### config.mk
export PLATFORM = sky130hd
export DESIGN_NAME = lfs_line_sequencer
export DESIGN_NICKNAME = d
export VERILOG_FILES = /design/src/rtl/lfs_pkg.sv /design/src/rtl/lfs_delay_clamp.sv /design/src/rtl/lfs_phase_timer.sv /design/src/rtl/lfs_wrap_order.sv /design/src/rtl/lfs_line_sequencer.sv
export SDC_FILE = /design/constraint.sdc
export NUM_CORES = 1
export LEC_CHECK = 0
export ABC_AREA = 0
export BUFFER_PORTS_ARGS = -buffer_cell sky130_fd_sc_hd__buf_2
export CAP_MARGIN = 10
export CORE_AREA = 3 3 129 131
export DETAILED_ROUTE_END_ITERATION = 16
export DIE_AREA = 0 0 132 134
export PLACE_DENSITY = 0.64
export SLEW_MARGIN = 20
export SYNTH_ARGS = -nofsm -noshare
export SYNTH_HDL_FRONTEND = slang
export SYNTH_SLANG_ARGS = --single-unit
export TNS_END_PERCENT = 1
### constraint.sdc
create_clock -name clk -period 2.6 [get_ports clk]
set_input_delay 0.13 -clock clk [delete_from_list [all_inputs] [get_ports clk]]
set_output_delay 0.13 -clock clk [all_outputs]
set_load 0.005 [all_outputs]
### src/rtl/lfs_pkg.sv
package lfs_pkg;

    typedef enum logic [2:0] {
        PH_IDLE  = 3'd0,
        PH_CLOSE = 3'd1,
        PH_OPEN  = 3'd2,
        PH_READ  = 3'd3,
        PH_BURST = 3'd4
    } phase_e;

    localparam logic [1:0] CMD_NONE  = 2'd0;
    localparam logic [1:0] CMD_CLOSE = 2'd1;
    localparam logic [1:0] CMD_OPEN  = 2'd2;
    localparam logic [1:0] CMD_READ  = 2'd3;

endpackage

### src/rtl/lfs_delay_clamp.sv
module lfs_delay_clamp #(
    parameter int DLY_W = 5,
    parameter int LO    = 12,
    parameter int HI    = 15
) (
    input  logic [DLY_W-1:0] raw,
    output logic [DLY_W-1:0] eff
);
    localparam logic [DLY_W-1:0] LO_V = DLY_W'(LO);
    localparam logic [DLY_W-1:0] HI_V = DLY_W'(HI);

    always_comb begin
        if (raw < LO_V) begin
            eff = LO_V;
        end else if (raw > HI_V) begin
            eff = HI_V;
        end else begin
            eff = raw;
        end
    end
endmodule

### src/rtl/lfs_phase_timer.sv
module lfs_phase_timer #(
    parameter int CNT_W   = 5,
    parameter int MAX_VAL = 15
) (
    input  logic             clk,
    input  logic             rst_n,
    input  logic             load,
    input  logic [CNT_W-1:0] load_val,
    output logic             expired
);
    logic [CNT_W-1:0] cnt_d, cnt_q;

    // Loading value-1 makes the phase last exactly load_val clocks.
    always_comb begin
        cnt_d = cnt_q;
        if (load) begin
            cnt_d = load_val - CNT_W'(1);
        end else if (cnt_q != '0) begin
            cnt_d = cnt_q - CNT_W'(1);
        end
    end

    always_ff @(posedge clk or negedge rst_n) begin
        if (!rst_n) cnt_q <= '0;
        else        cnt_q <= cnt_d;
    end

    assign expired = (cnt_q == '0);

    // the clamped delays keep the count inside the legal window
    p_count_bound_r6: assert property (@(posedge clk) disable iff (!rst_n)
        cnt_q < CNT_W'(MAX_VAL));

    p_load_nonzero_r6: assert property (@(posedge clk) disable iff (!rst_n)
        load |-> (load_val != '0));
endmodule

### src/rtl/lfs_wrap_order.sv
module lfs_wrap_order #(
    parameter int WORDS  = 8,
    parameter int LANES  = 2,
    parameter int IDX_W  = 3,
    parameter int BEAT_W = 2
) (
    input  logic                   clk,
    input  logic                   rst_n,
    input  logic                   active,
    input  logic                   last,
    input  logic [IDX_W-1:0]       crit,
    input  logic [BEAT_W-1:0]      beat,
    output logic [LANES*IDX_W-1:0] sel
);
    localparam int STEP_W = IDX_W + BEAT_W + 2;

    logic [STEP_W-1:0] base_off;
    assign base_off = STEP_W'(beat) * STEP_W'(LANES);

    // Power-of-two line: truncation to IDX_W performs the wrap.
    for (genvar l = 0; l < LANES; l++) begin : g_lane
        logic [STEP_W-1:0] sum;
        assign sum = STEP_W'(crit) + base_off + STEP_W'(l);
        assign sel[l*IDX_W +: IDX_W] = sum[IDX_W-1:0];
        logic unused_sum_hi;
        assign unused_sum_hi = ^sum[STEP_W-1:IDX_W];
    end

    // lane 0 moves forward by LANES words per burst clock
    p_lane_step_r8: assert property (@(posedge clk) disable iff (!rst_n)
        (active && !last) |=>
            (sel[IDX_W-1:0] == IDX_W'($past(sel[IDX_W-1:0]) + IDX_W'(LANES))));

    localparam int UNUSED_W = WORDS;
    logic unused_words;
    assign unused_words = (UNUSED_W == 0);
endmodule

### src/rtl/lfs_line_sequencer.sv
module lfs_line_sequencer
    import lfs_pkg::*;
#(
    parameter int LINE_BYTES = 64,
    parameter int WORD_BITS  = 64,
    parameter int ROW_W      = 14,
    parameter int COL_W      = 10,
    parameter int CRIT_W     = 4,
    parameter int DLY_W      = 5,
    parameter int TRP_LO     = 12,
    parameter int TRP_HI     = 15,
    parameter int TRCD_LO    = 12,
    parameter int TRCD_HI    = 15,
    parameter int TCL_LO     = 10,
    parameter int TCL_HI     = 12,
    parameter int LANES      = 2,
    localparam int WORDS     = LINE_BYTES / (WORD_BITS / 8),
    localparam int IDX_W     = $clog2(WORDS),
    localparam int BURST_CYC = WORDS / LANES,
    localparam int BEAT_W    = (BURST_CYC > 1) ? $clog2(BURST_CYC) : 1,
    localparam int DATA_W    = LANES * WORD_BITS
) (
    input  logic                   clk,
    input  logic                   rst_n,
    input  logic [DLY_W-1:0]       cfg_trp,
    input  logic [DLY_W-1:0]       cfg_trcd,
    input  logic [DLY_W-1:0]       cfg_tcl,
    input  logic                   req_valid,
    output logic                   req_ready,
    input  logic [ROW_W-1:0]       req_row,
    input  logic [COL_W-1:0]       req_col,
    input  logic [CRIT_W-1:0]      req_crit,
    output logic                   cmd_valid,
    output logic [1:0]             cmd_kind,
    output logic [ROW_W-1:0]       cmd_row,
    output logic [COL_W-1:0]       cmd_col,
    output logic [LANES*IDX_W-1:0] rd_sel,
    input  logic [DATA_W-1:0]      rd_data,
    output logic                   rsp_valid,
    output logic                   rsp_first,
    output logic                   rsp_last,
    output logic [DATA_W-1:0]      rsp_data
);
    localparam int TMR_MAX_A = (TRP_HI > TRCD_HI) ? TRP_HI : TRCD_HI;
    localparam int TMR_MAX   = (TMR_MAX_A > TCL_HI) ? TMR_MAX_A : TCL_HI;
    localparam logic [BEAT_W-1:0] LAST_BEAT = BEAT_W'(BURST_CYC - 1);

    typedef struct packed {
        phase_e             phase;
        logic               open_vld;
        logic [ROW_W-1:0]   open_row;
        logic [ROW_W-1:0]   row;
        logic [COL_W-1:0]   col_base;
        logic [IDX_W-1:0]   crit;
        logic [BEAT_W-1:0]  beat;
        logic               cmd_valid;
        logic [1:0]         cmd_kind;
        logic [ROW_W-1:0]   cmd_row;
        logic [COL_W-1:0]   cmd_col;
        logic               rsp_valid;
        logic               rsp_first;
        logic               rsp_last;
    } seq_state_t;

    seq_state_t q, d;

    // ---------------- delay windows ----------------
    logic [DLY_W-1:0] trp_eff, trcd_eff, tcl_eff;

    lfs_delay_clamp #(.DLY_W(DLY_W), .LO(TRP_LO), .HI(TRP_HI)) i_clamp_trp (
        .raw(cfg_trp), .eff(trp_eff));
    lfs_delay_clamp #(.DLY_W(DLY_W), .LO(TRCD_LO), .HI(TRCD_HI)) i_clamp_trcd (
        .raw(cfg_trcd), .eff(trcd_eff));
    lfs_delay_clamp #(.DLY_W(DLY_W), .LO(TCL_LO), .HI(TCL_HI)) i_clamp_tcl (
        .raw(cfg_tcl), .eff(tcl_eff));

    // ---------------- phase timer ----------------
    logic             tmr_load;
    logic [DLY_W-1:0] tmr_val;
    logic             tmr_expired;

    lfs_phase_timer #(.CNT_W(DLY_W), .MAX_VAL(TMR_MAX)) i_timer (
        .clk     (clk),
        .rst_n   (rst_n),
        .load    (tmr_load),
        .load_val(tmr_val),
        .expired (tmr_expired)
    );

    // ---------------- next-state logic ----------------
    logic accept;
    logic row_hit;

    assign accept  = req_valid && (q.phase == PH_IDLE);
    assign row_hit = q.open_vld && (q.open_row == req_row);

    always_comb begin
        d           = q;
        d.cmd_valid = 1'b0;
        d.cmd_kind  = CMD_NONE;
        d.rsp_first = 1'b0;
        d.rsp_last  = 1'b0;
        tmr_load    = 1'b0;
        tmr_val     = '0;

        unique case (q.phase)
            PH_IDLE: begin
                if (accept) begin
                    d.row      = req_row;
                    d.col_base = {req_col[COL_W-1:IDX_W], {IDX_W{1'b0}}};
                    d.crit     = req_crit[IDX_W-1:0];
                    d.beat     = '0;
                    d.cmd_valid = 1'b1;
                    if (row_hit) begin
                        d.phase    = PH_READ;
                        d.cmd_kind = CMD_READ;
                        d.cmd_row  = req_row;
                        d.cmd_col  = {req_col[COL_W-1:IDX_W], {IDX_W{1'b0}}};
                        tmr_load   = 1'b1;
                        tmr_val    = tcl_eff;
                    end else if (q.open_vld) begin
                        d.phase    = PH_CLOSE;
                        d.cmd_kind = CMD_CLOSE;
                        d.cmd_row  = q.open_row;
                        d.cmd_col  = '0;
                        d.open_vld = 1'b0;
                        tmr_load   = 1'b1;
                        tmr_val    = trp_eff;
                    end else begin
                        d.phase    = PH_OPEN;
                        d.cmd_kind = CMD_OPEN;
                        d.cmd_row  = req_row;
                        d.cmd_col  = '0;
                        d.open_vld = 1'b1;
                        d.open_row = req_row;
                        tmr_load   = 1'b1;
                        tmr_val    = trcd_eff;
                    end
                end
            end
            PH_CLOSE: begin
                if (tmr_expired) begin
                    d.phase     = PH_OPEN;
                    d.cmd_valid = 1'b1;
                    d.cmd_kind  = CMD_OPEN;
                    d.cmd_row   = q.row;
                    d.cmd_col   = '0;
                    d.open_vld  = 1'b1;
                    d.open_row  = q.row;
                    tmr_load    = 1'b1;
                    tmr_val     = trcd_eff;
                end
            end
            PH_OPEN: begin
                if (tmr_expired) begin
                    d.phase     = PH_READ;
                    d.cmd_valid = 1'b1;
                    d.cmd_kind  = CMD_READ;
                    d.cmd_row   = q.row;
                    d.cmd_col   = q.col_base;
                    tmr_load    = 1'b1;
                    tmr_val     = tcl_eff;
                end
            end
            PH_READ: begin
                if (tmr_expired) begin
                    d.phase     = PH_BURST;
                    d.beat      = '0;
                    d.rsp_valid = 1'b1;
                    d.rsp_first = 1'b1;
                    d.rsp_last  = (BURST_CYC == 1);
                end
            end
            PH_BURST: begin
                if (q.rsp_last) begin
                    d.phase     = PH_IDLE;
                    d.rsp_valid = 1'b0;
                end else begin
                    d.beat      = q.beat + BEAT_W'(1);
                    d.rsp_valid = 1'b1;
                    d.rsp_last  = ((q.beat + BEAT_W'(1)) == LAST_BEAT);
                end
            end
            default: begin
                d.phase = PH_IDLE;
            end
        endcase
    end

    always_ff @(posedge clk or negedge rst_n) begin
        if (!rst_n) begin
            q <= '{phase: PH_IDLE, default: '0};
        end else begin
            q <= d;
        end
    end

    // ---------------- burst word order ----------------
    lfs_wrap_order #(.WORDS(WORDS), .LANES(LANES), .IDX_W(IDX_W), .BEAT_W(BEAT_W)) i_order (
        .clk   (clk),
        .rst_n (rst_n),
        .active(q.rsp_valid),
        .last  (q.rsp_last),
        .crit  (q.crit),
        .beat  (q.beat),
        .sel   (rd_sel)
    );

    // ---------------- outputs ----------------
    assign req_ready = (q.phase == PH_IDLE);
    assign cmd_valid = q.cmd_valid;
    assign cmd_kind  = q.cmd_kind;
    assign cmd_row   = q.cmd_row;
    assign cmd_col   = q.cmd_col;
    assign rsp_valid = q.rsp_valid;
    assign rsp_first = q.rsp_first;
    assign rsp_last  = q.rsp_last;
    assign rsp_data  = q.rsp_valid ? rd_data : '0;

    logic unused_inputs;
    assign unused_inputs = ^{req_col[IDX_W-1:0], req_crit};

    // ---------------- assertions ----------------
    // after a request is taken the sequencer is busy
    p_busy_after_accept_r2: assert property (@(posedge clk) disable iff (!rst_n)
        (req_valid && req_ready) |=> !req_ready);

    // an open-row hit is served by a read right away
    p_hit_reads_r5: assert property (@(posedge clk) disable iff (!rst_n)
        (req_valid && req_ready && q.open_vld && (q.open_row == req_row))
            |=> (cmd_valid && (cmd_kind == CMD_READ)));

    // with nothing open the row is opened without a close
    p_cold_opens_r4: assert property (@(posedge clk) disable iff (!rst_n)
        (req_valid && req_ready && !q.open_vld) |=> (cmd_valid && (cmd_kind == CMD_OPEN)));

    // commands are single-clock pulses and stay clear of data
    p_cmd_pulse_r11: assert property (@(posedge clk) disable iff (!rst_n)
        cmd_valid |=> !cmd_valid);
    p_no_cmd_in_data_r11: assert property (@(posedge clk) disable iff (!rst_n)
        rsp_valid |-> !cmd_valid);

    // strobes sit inside the burst, which starts on the first strobe
    p_first_in_burst_r9: assert property (@(posedge clk) disable iff (!rst_n)
        rsp_first |-> rsp_valid);
    p_burst_opens_first_r9: assert property (@(posedge clk) disable iff (!rst_n)
        $rose(rsp_valid) |-> rsp_first);
    p_last_closes_r9: assert property (@(posedge clk) disable iff (!rst_n)
        rsp_last |=> !rsp_valid);
endmodule

# After elaboration in Yosys (flattened, before gate mapping)

Index checks and enable logic that the tools add are counted.

Reductions and logical operators: 18
Multiplexer cells: 43
Add/sub/neg operators: 5
$lt $le $gt $ge: 6
Equal/unequal tests: 14

Operators by type and width:

| cell                  | number |
|---|---|
| $mux W128             | 1 |
| $pmux W27 S3          | 1 |
| $mux W74              | 1 |
| $mux W5               | 13 |
| $mux W27              | 2 |
| $mux W26              | 2 |
| $pmux W15 S2          | 1 |
| $mux W18              | 1 |
| $gt A5 B4 Y1 const B  | 3 |
| $lt A5 B4 Y1 const B  | 3 |
| $mux W15              | 1 |
| $mux W3               | 5 |
| $pmux W3 S5           | 1 |
| $pmux W5 S3           | 1 |
| $eq A14 B14 Y1        | 1 |
| $mux W14              | 1 |
| $reduce_and A4 Y1     | 3 |
| $reduce_and A5 Y1     | 2 |
| $sub A5 B1 Y5 const B | 2 |
| $ne A2 B1 Y1 const B  | 4 |
| $ne A2 B2 Y1 const B  | 4 |
| $eq A3 B2 Y1 const B  | 2 |
| $mux W2               | 3 |
| $pmux W1 S2           | 3 |
| 16 further kinds      | 25 |

Word-level logic and storage cells: 101
Register bits: 79
Output and inout port bits: 165
Input bits: 174

# Logic depth before layout (Yosys ltp)

Gate-level depths: netlist (run 1).

Word-level depth: 9
Mapped depth: 11

# Modules after synthesis

Synthesis (run 1) repeated with hierarchy kept, for this count alone.

Cells, all modules: 588
Area total of the unflattened synthesis: 5141.2 um^2

Modules (own cells, without submodules):

| module                              | seq. area each (um^2) | instances | cells each | area an instance (um^2) |
|---|---|---|---|---|
| lfs_line_sequencer                  | 1776.7                | 1         | 529        | 4586.9 |
| lfs_phase_timer                     | 125.1                 | 1         | 29         | 336.6 |
| lfs_delay_clamp at i_clamp_trcd ... | 0.0                   | 2         | 7          | 47.5 |
| lfs_wrap_order                      | 0.0                   | 1         | 8          | 78.8 |
| lfs_delay_clamp at i_clamp_tcl      | 0.0                   | 1         | 8          | 43.8 |

# Worst setup path before layout (run 1)

OpenSTA, ideal clock, no wires.

Path kind: reg-to-reg
Start point: register i_timer.cnt_q[4]
End point: register i_timer.cnt_q[4]
Library setup time: 0.133 ns
Data required time: 2.467 ns
Slack: 0.300 ns
Cell stages (with the launch flop): 11
Arrival time: 2.167 ns
Period minus slack after synthesis: 2.300 ns
Cells stage by stage: dfrtp_1 > nor4_4 > nor4b_4 > a21oi_4 > buf_2 > nand2_1 > and3_1 > ha_1 > nand3b_1 > xor2_1 > nor3_2

Word-level cells in the longest chain between the ends: 5
Elaborated cells between the ends (all ways): 12
Classes of those cells: add/sub (2); mux (7); reduce/logical (3)

RTL lines:

| item                       | RTL line                                             | text |
|---|---|---|
| start, declared            | lfs_phase_timer.sv:11                                | `logic [CNT_W-1:0] cnt_d, cnt_q;` |
| start signal, assigned     | lfs_phase_timer.sv:25                                | `else cnt_q <= cnt_d;` |
| $logic_not A5 Y1           | lfs_phase_timer.sv:28                                | `assign expired = (cnt_q == '0);` |
| $mux W5 (on tied branches) | lfs_line_sequencer.sv:155, lfs_line_sequencer.sv:142 |  |
| $pmux W5 S3                | lfs_line_sequencer.sv:106                            | `unique case (q.phase)` |
| $sub A5 B1 Y5              | lfs_phase_timer.sv:17                                | `cnt_d = load_val - CNT_W'(1);` |
| $mux W5                    | lfs_phase_timer.sv:16                                | `if (load) begin` |

Parallel ways exist; a longest one is shown, timed or not. The select of a mux whose other input is x is not followed.
A chain may end at the register's enable or synchronous reset.

# Worst setup path in the final report (run 1)

Start point: register q[66] (netlist bit)
End point: register i_timer.cnt_q[4]

Word-level cells in the longest chain between the ends: 7

RTL lines:

| item                   | RTL line                  | text |
|---|---|---|
| start, declared        | lfs_line_sequencer.sv:65  | `seq_state_t q, d;` |
| start signal, assigned | lfs_line_sequencer.sv:192 | `q <= '{phase: PH_IDLE, default: '0};` |
| start signal, assigned | lfs_line_sequencer.sv:194 | `q <= d;` |
| $eq A14 B14 Y1         | lfs_line_sequencer.sv:95  | `assign row_hit = q.open_vld && (q.open_row == req_row);` |
| $logic_and A1 B1 Y1    | lfs_line_sequencer.sv:95  |  |
| $mux W5                | lfs_line_sequencer.sv:114 | `if (row_hit) begin` |
| $mux W5                | lfs_line_sequencer.sv:108 | `if (accept) begin` |
| $pmux W5 S3            | lfs_line_sequencer.sv:106 |  |
| $sub A5 B1 Y5          | lfs_phase_timer.sv:17     |  |
| $mux W5                | lfs_phase_timer.sv:16     |  |

No other way between the ends.

==> results of run 1 <==
[cells by family (layout without fill, tap and decap cells)]
kind of cell / count (synthesis) / in the layout
compound gates: 71 / 71
mux: 16 / 16
other cells: 1 / 6
buf+inv: 72 / 375
flops: 76 / 76
simple gates: 310 / 310
xor+xnor: 21 / 21
fa+ha+maj: 4 / 4
[layer usage]
metal	global-route usage	vias up	part of all wire	wire, µm
met5	0	-	0.00034	7
met4	0.0712	2	0.022	450
met3	0.0611	25	0.093	1900
met2	0.339	215	0.46	9360
met1	0.301	2390	0.42	8650
li1	-	2456	-	-
[placed cells by master (no fill, tap or decap), types with 2 or more instances in the layout]
cell type	Yosys	routed
buf_2	7	330
and2_1	129	129
nand2_1	117	117
dfrtp_1	76	75
nor2_1	34	34
xor2_1	19	19
mux2i_1	16	16
buf_4	27	16
a31oi_1	12	12
o221ai_1	12	12
a21oi_1	11	11
o21ai_0	10	10
inv_1	9	9
a221o_1	9	9
clkbuf_16	0	9
a22oi_1	6	6
nand2b_1	4	4
nor4_1	4	4
ha_1	4	4
dlygate4sd3_1	0	4
diode_2	0	3
and3_1	3	3
conb_1	1	3
bufinv_16	0	3
nor3_1	2	2
nor4b_4	2	2
or2_2	2	2
xnor2_1	2	2
nand3_1	2	2
a31o_2	2	2
o211ai_1	2	2
nand3b_1	2	2
clkbuf_8	0	2
clkinv_4	0	2
[power by group through the flow]
| stage | clock network (W) | registers [W] | logic (W) |
|---|---|---|---|
| 2_1_floorplan | 0 | 0.00201 | 0.00179 |
| 3_3_place_gp | 0 | 0.00213 | 0.00242 |
| 3_5_place_dp | 0 | 0.00215 | 0.00245 |
| 4_1_cts | 0.00152 | 0.00213 | 0.00247 |
| 5_1_grt | 0.00157 | 0.00221 | 0.00274 |
| 6_report | 0.00149 | 0.00213 | 0.00244 |
[metrics by stage]
step                hold WS, ns   util
global route             0.0135  0.441
global placement          0.230  0.416
CTS                     0.00508  0.441
finish                   0.0207  0.442
floorplan                -0.166      -
detailed placement        0.223  0.416
[registers in the layout (all words and copies together) (netlist names)]
signal         count
cmd_kind           2
i_timer.cnt_q      5
cmd_row           14
cmd_valid          1
rsp_first          1
rsp_last           1
cmd_col            7
rsp_valid          1
q                 44
[final cells by class]
cell class	instances	area share
Antenna cell	3	0.00108
Clock buffer	11	0.0364
Clock inverter	5	0.0155
Inverter	9	0.00487
Multi-Input combinational cell	425	0.368
Sequential cell	76	0.274
Tap cell	216	0.0389
Timing Repair Buffer	350	0.261
[repair_timing]
action                     in CTS  in global routing
hold endpoints to repair       55                  0
hold buffers                    4                  0
setup endpoints to repair       0                  0
[critical path: cells and delay by family (launching register included)]
family / cells / cell delay (ns)
DFF: 1 / 0.40
xor gates and xnor gates: 2 / 0.35
and+or+nand+nor: 4 / 0.76
AOI/OAI and AO/OA: 2 / 0.26
buffers and inverters: 1 / 0.23
adders and majority gates: 1 / 0.23
[path summary, 6_finish.rpt]
| path | start | to | cells past startpoint |
|---|---|---|---|
| hold reg to reg | q[38]$_DFFE_PN0P_ | q[38]$_DFFE_PN0P_ | 2 |
| setup reg to reg | q[66]$_DFFE_PN0P_ | i_timer.cnt_q[4]$_DFFE_PN0P_ | 10 |
| max in group asynchronous | rst_n | q[53]$_DFFE_PN0P_ | 3 |
| setup / recovery | q[66]$_DFFE_PN0P_ | i_timer.cnt_q[4]$_DFFE_PN0P_ | 10 |
| min in group asynchronous | rst_n | cmd_col[3]$_DFFE_PN0P_ | 2 |
| hold / removal | req_col[6] | q[41]$_DFFE_PN0P_ | 3 |
==> impl_metrics.tcl, run 1 <==
set metrics [dict create \
    rows 46 \
    core_area_um2 15700 \
    drtIter0Drc 275 \
    cts_setup_buffers 0 \
    yosysTopAreaCellShare 0.393 \
    cts_buffers 9 \
    detail_route.wl_per_cell_um 18.6 \
    worst_pin_slew_ns 0.932 \
    critPathKind "reg -> reg" \
    p_int_w 0.00386 \
    synthTopCellsByCount "and2_1, nand2_1, dfrtp_1, nor2_1" \
    grt_pass1_wl_mm 29.8 \
    dieWidth_um 132 \
    place_hpwl_mm 16.3 \
    clockPowerShare 0.246 \
    antenna_left 0 \
    clk-insertion-delay-late_ns 0.34 \
    synth_edf_count 0 \
    fp.dieArea_um2 17700 \
    max_clock_freq_mhz 425 \
    required_ns 2.81 \
    status "finished clean" \
    cts_max_path_buffers 2 \
    place_ws_ns 0.253 \
    ir_worst_vdd_uv 494 \
    num-fill-cells 1613 \
    crit_chain "xor2_1 > nor4_1 > nand4_1 > buf_4 > o211ai_1 > a31oi_1 > ha_1 > nand3b_1 > xor2_1 > nor3_2" \
    crit_arrival_ns 2.57 \
    p_sw_frac 0.363 \
    antenna_found_initial 4 \
    grt-ovfl-total 0 \
    grt_pass1_vias 4746 \
    multi_input_area_um2 2550 \
    cts_root_buf "clkbuf_16" \
    io_pins 339 \
    synthesis.area_um2 4840 \
    layout_min_cycle_time_ns 2.35 \
    synthFlopType "dfrtp_1" \
    post-synth-top-count-cell "and2_1" \
    finalHoldViolations 0 \
    synth_simple_gate_area_frac 0.336 \
    synth_mux_area_frac 0.0331 \
    synth_top_area_cell "dfrtp_1" \
    hp-class "in -> reg" \
    synth_xor_area_frac 0.0380 \
    synth_top_family_by_area "simple AND/OR/NAND/NOR gates" \
    critPathMaxStageDelay_ns 0.40 \
    stdcell_area_um2 6940 \
    area_growth_pct 43.6 \
    avgViaCountPerCell 4.65 \
    crit_path_frequent_cell "xor2_1" \
    cap_violations 0 \
    drtPass1Iterations 5 \
    drv_slew 0 \
    dpl.cell_count 1072 \
    avgSynthCellArea_um2 8.47 \
    ys_seq_elements 76 \
    comb_power_share 0.402 \
    p_sw_w 0.00220 \
    syn_inst 571 \
    min_period_over_period 0.906 \
    htreeDepth 3 \
    async_flop_share 1.00 \
    path_clk_slew_ns 0.06 \
    post_cts_resized 0 \
    critPathLaunchType "register" \
    port_buffers 331 \
    crit_slowest_cell "dfrtp_1" \
    start_util 0.308 \
    fin_tns_setup_ns 0 \
    drive_above_1_share 0.430 \
    stdcell_count 1095 \
    p_leak_nw 3.63 \
    drc_errors 0 \
    endpoint_kind "register" \
    clock-sinks 76 \
    nets 1049 \
    seq_area_frac_synth 0.393 \
    p_seq_frac 0.352 \
    num_vias 5088 \
    cts_tree "yes" \
    setup_ws_ns 0.246 \
    power.total_w 0.00606 \
    synth_compound_area_frac 0.109 \
    routed_wl_mm 20.4 \
    r2r_setup_slack_ns 0.25 \
    maxSlewHeadroom 0.379 \
    synth_warnings 0 \
    power.density_nw_per_um2 873 \
    ys_top_cells_by_area "dfrtp_1, and2_1, nand2_1" \
    grt.total_usage 0.220 \
    grt_setup_unrepaired "no" \
    chipHeight_um 134 \
    synthAdderAreaFrac 0.0103 \
    place_area_um2 6540 \
    fin_skew_ns 0.0101 \
    routabilityCongestion 0.846 \
    grt_max_degree 132 \
    ys_types 47 \
    ff_latch_area_um2 1910 \
    setup_viol 0 \
    crit_fanout 6 \
]
(Power assumes the default switching activity.)
==> run 2: changes to the inputs <==
REMOVE_ABC_BUFFERS = 1   (was unset)
==> impl_metrics.tcl, run 2 (same netlist as run 1, synthesis figures left out) <==
set metrics [dict create \
    status "finished clean" \
    drive_above_1_share 0.430 \
    setup_ws_ns 0.204 \
    cts_buffers 9 \
    drv_slew 0 \
    critPathLaunchType "register" \
    rows 46 \
    port_buffers 331 \
    core_area_um2 15700 \
    met3_length_mm 1.36 \
    max_clock_freq_mhz 417 \
    grt_setup_unrepaired "no" \
    worst_pin_slew_ns 0.777 \
    cts_root_buf "clkbuf_16" \
    antenna_found_initial 3 \
    drtIter0Drc 237 \
    maxSlewHeadroom 0.482 \
    crit_fanout 14 \
    post_cts_resized 0 \
    top_layer_used "met5" \
    cts_setup_buffers 0 \
    htreeDepth 3 \
    drc_errors 0 \
    grt_pass1_vias 4652 \
    avgViaCountPerCell 4.54 \
    dieWidth_um 132 \
    clock-sinks 76 \
    drtPass1Iterations 4 \
    setup_viol 0 \
    chipHeight_um 134 \
    final_common_cell "buf_2" \
    grt_max_degree 72 \
    routed_wl_mm 19.2 \
    wl_met1_mm 8.93 \
    largest_register_ffs 44 \
    num-fill-cells 1610 \
    layout_min_cycle_time_ns 2.40 \
    ir_worst_vdd_uv 473 \
    utilization 0.439 \
    io_pins 339 \
    final_cell_mix "buf_2, and2_1, nand2_1, dfrtp_1, nor2_1" \
    cts_max_path_buffers 2 \
    nets 1050 \
    num_vias 4969 \
    grt-ovfl-total 0 \
    cts_tree "yes" \
    detail_route.wl_per_cell_um 17.6 \
    crit_arrival_ns 2.60 \
    place_hpwl_mm 15.3 \
    wl_met2_mm 8.52 \
    hp-class "in -> reg" \
    required_ns 2.81 \
    grt.total_usage 0.207 \
    area_growth_pct 42.8 \
    critPathKind "reg -> reg" \
    largest_register "q" \
    finalHoldViolations 0 \
    min_period_over_period 0.921 \
    fp.dieArea_um2 17700 \
    fin_skew_ns 0.00442 \
    start_util 0.308 \
    path_clk_slew_ns 0.06 \
    routabilityCongestion 0.868 \
    power.density_nw_per_um2 839 \
    p_leak_nw 3.61 \
    antenna_left 0 \
    endpoint_kind "register" \
    place_ws_ns 0.236 \
    grt_pass1_wl_mm 28.4 \
    cap_violations 0 \
    clk-insertion-delay-late_ns 0.33 \
]
[run 2: cell types whose count changed in the layout (fill, tap and decap cells not counted)]
cell	delta
bufinv_16	-2
clkinv_2	+2
clkinvlp_4	+2
buf_12	+1
buf_4	-1
clkbuf_8	-1
clkinv_4	-1
diode_2	-1
dlygate4sd3_1	+1
[run 2: metal layers]
layer  GRT usage  vias to the layer above
li1            -                     2454
met1       0.294                     2294
met2       0.310                      196
met3      0.0566                       21
met4      0.0613                        4
met5           0                        -
[run 2: worst paths after layout]
check | slack [ns] | from | endpoint | depth (start not counted)
min | 0.007 | req_col[4] | q[39]$_DFFE_PN0P_ | 3
max in group asynchronous | 1.53 | rst_n | q[53]$_DFFE_PN0P_ | 3
max | 0.20 | q[74]$_DFFE_PN0P_ | i_timer.cnt_q[4]$_DFFE_PN0P_ | 9
min in group asynchronous | 0.42 | rst_n | q[43]$_DFFE_PN0P_ | 2
max reg2reg | 0.20 | q[74]$_DFFE_PN0P_ | i_timer.cnt_q[4]$_DFFE_PN0P_ | 9
min reg2reg | 0.48 | q[43]$_DFFE_PN0P_ | q[43]$_DFFE_PN0P_ | 2
[run 2: through the flow]
stage | TNS, ns | power (W) | instances | instance area, µm² | hold WS (ns)
after floorplan | -2.05 | 0.00353 | 510 | 4490 | -0.166
after global placement | 0 | 0.00452 | 1072 | 6550 | 0.257
after detailed placement | 0 | 0.00457 | 1072 | 6550 | 0.264
after CTS | 0 | 0.00586 | 1093 | 6900 | 0.00110
after global routing | 0 | 0.00626 | 1093 | 6900 | 0.00955
final | 0 | 0.00579 | 1095 | 6910 | 0.00732
[run 2: report_power, final]
| group | internal [W] | total (W) | switching (W) |
|---|---|---|---|
| combinational | 0.00116 | 0.00240 | 0.00125 |
| sequential | 0.00170 | 0.00213 | 0.000433 |
| clock | 0.000767 | 0.00126 | 0.000490 |
| total | 0.00362 | 0.00579 | 0.00217 |
[run 2: critical path, cell delays in order, from the launching register on]
cell	delay, ns
dfrtp_1	0.59
nand2b_1	0.33
nor4b_4	0.11
a21oi_4	0.40
nand2_1	0.09
and3_1	0.20
ha_1	0.21
nand3b_1	0.10
xor2_1	0.19
nor3_2	0.05
[run 2: layout make-up]
cell class,instances,area [µm²],share of cell area
clock inverters,6,63.8,0.00924
clock buffers,10,239,0.0346
multi-input cells,425,2550,0.370
inverters,9,33.8,0.00489
flip-flops and latches,76,1910,0.276
diodes,2,5.00,0.000725
repair buffers,351,1830,0.266
well taps,216,270,0.0391
[run 2: timing repair]
action                                  4_1_cts  5_1_grt
endpoints found under the hold margin        62        0
endpoints found under the setup margin        0        0
hold buffers                                  5        0
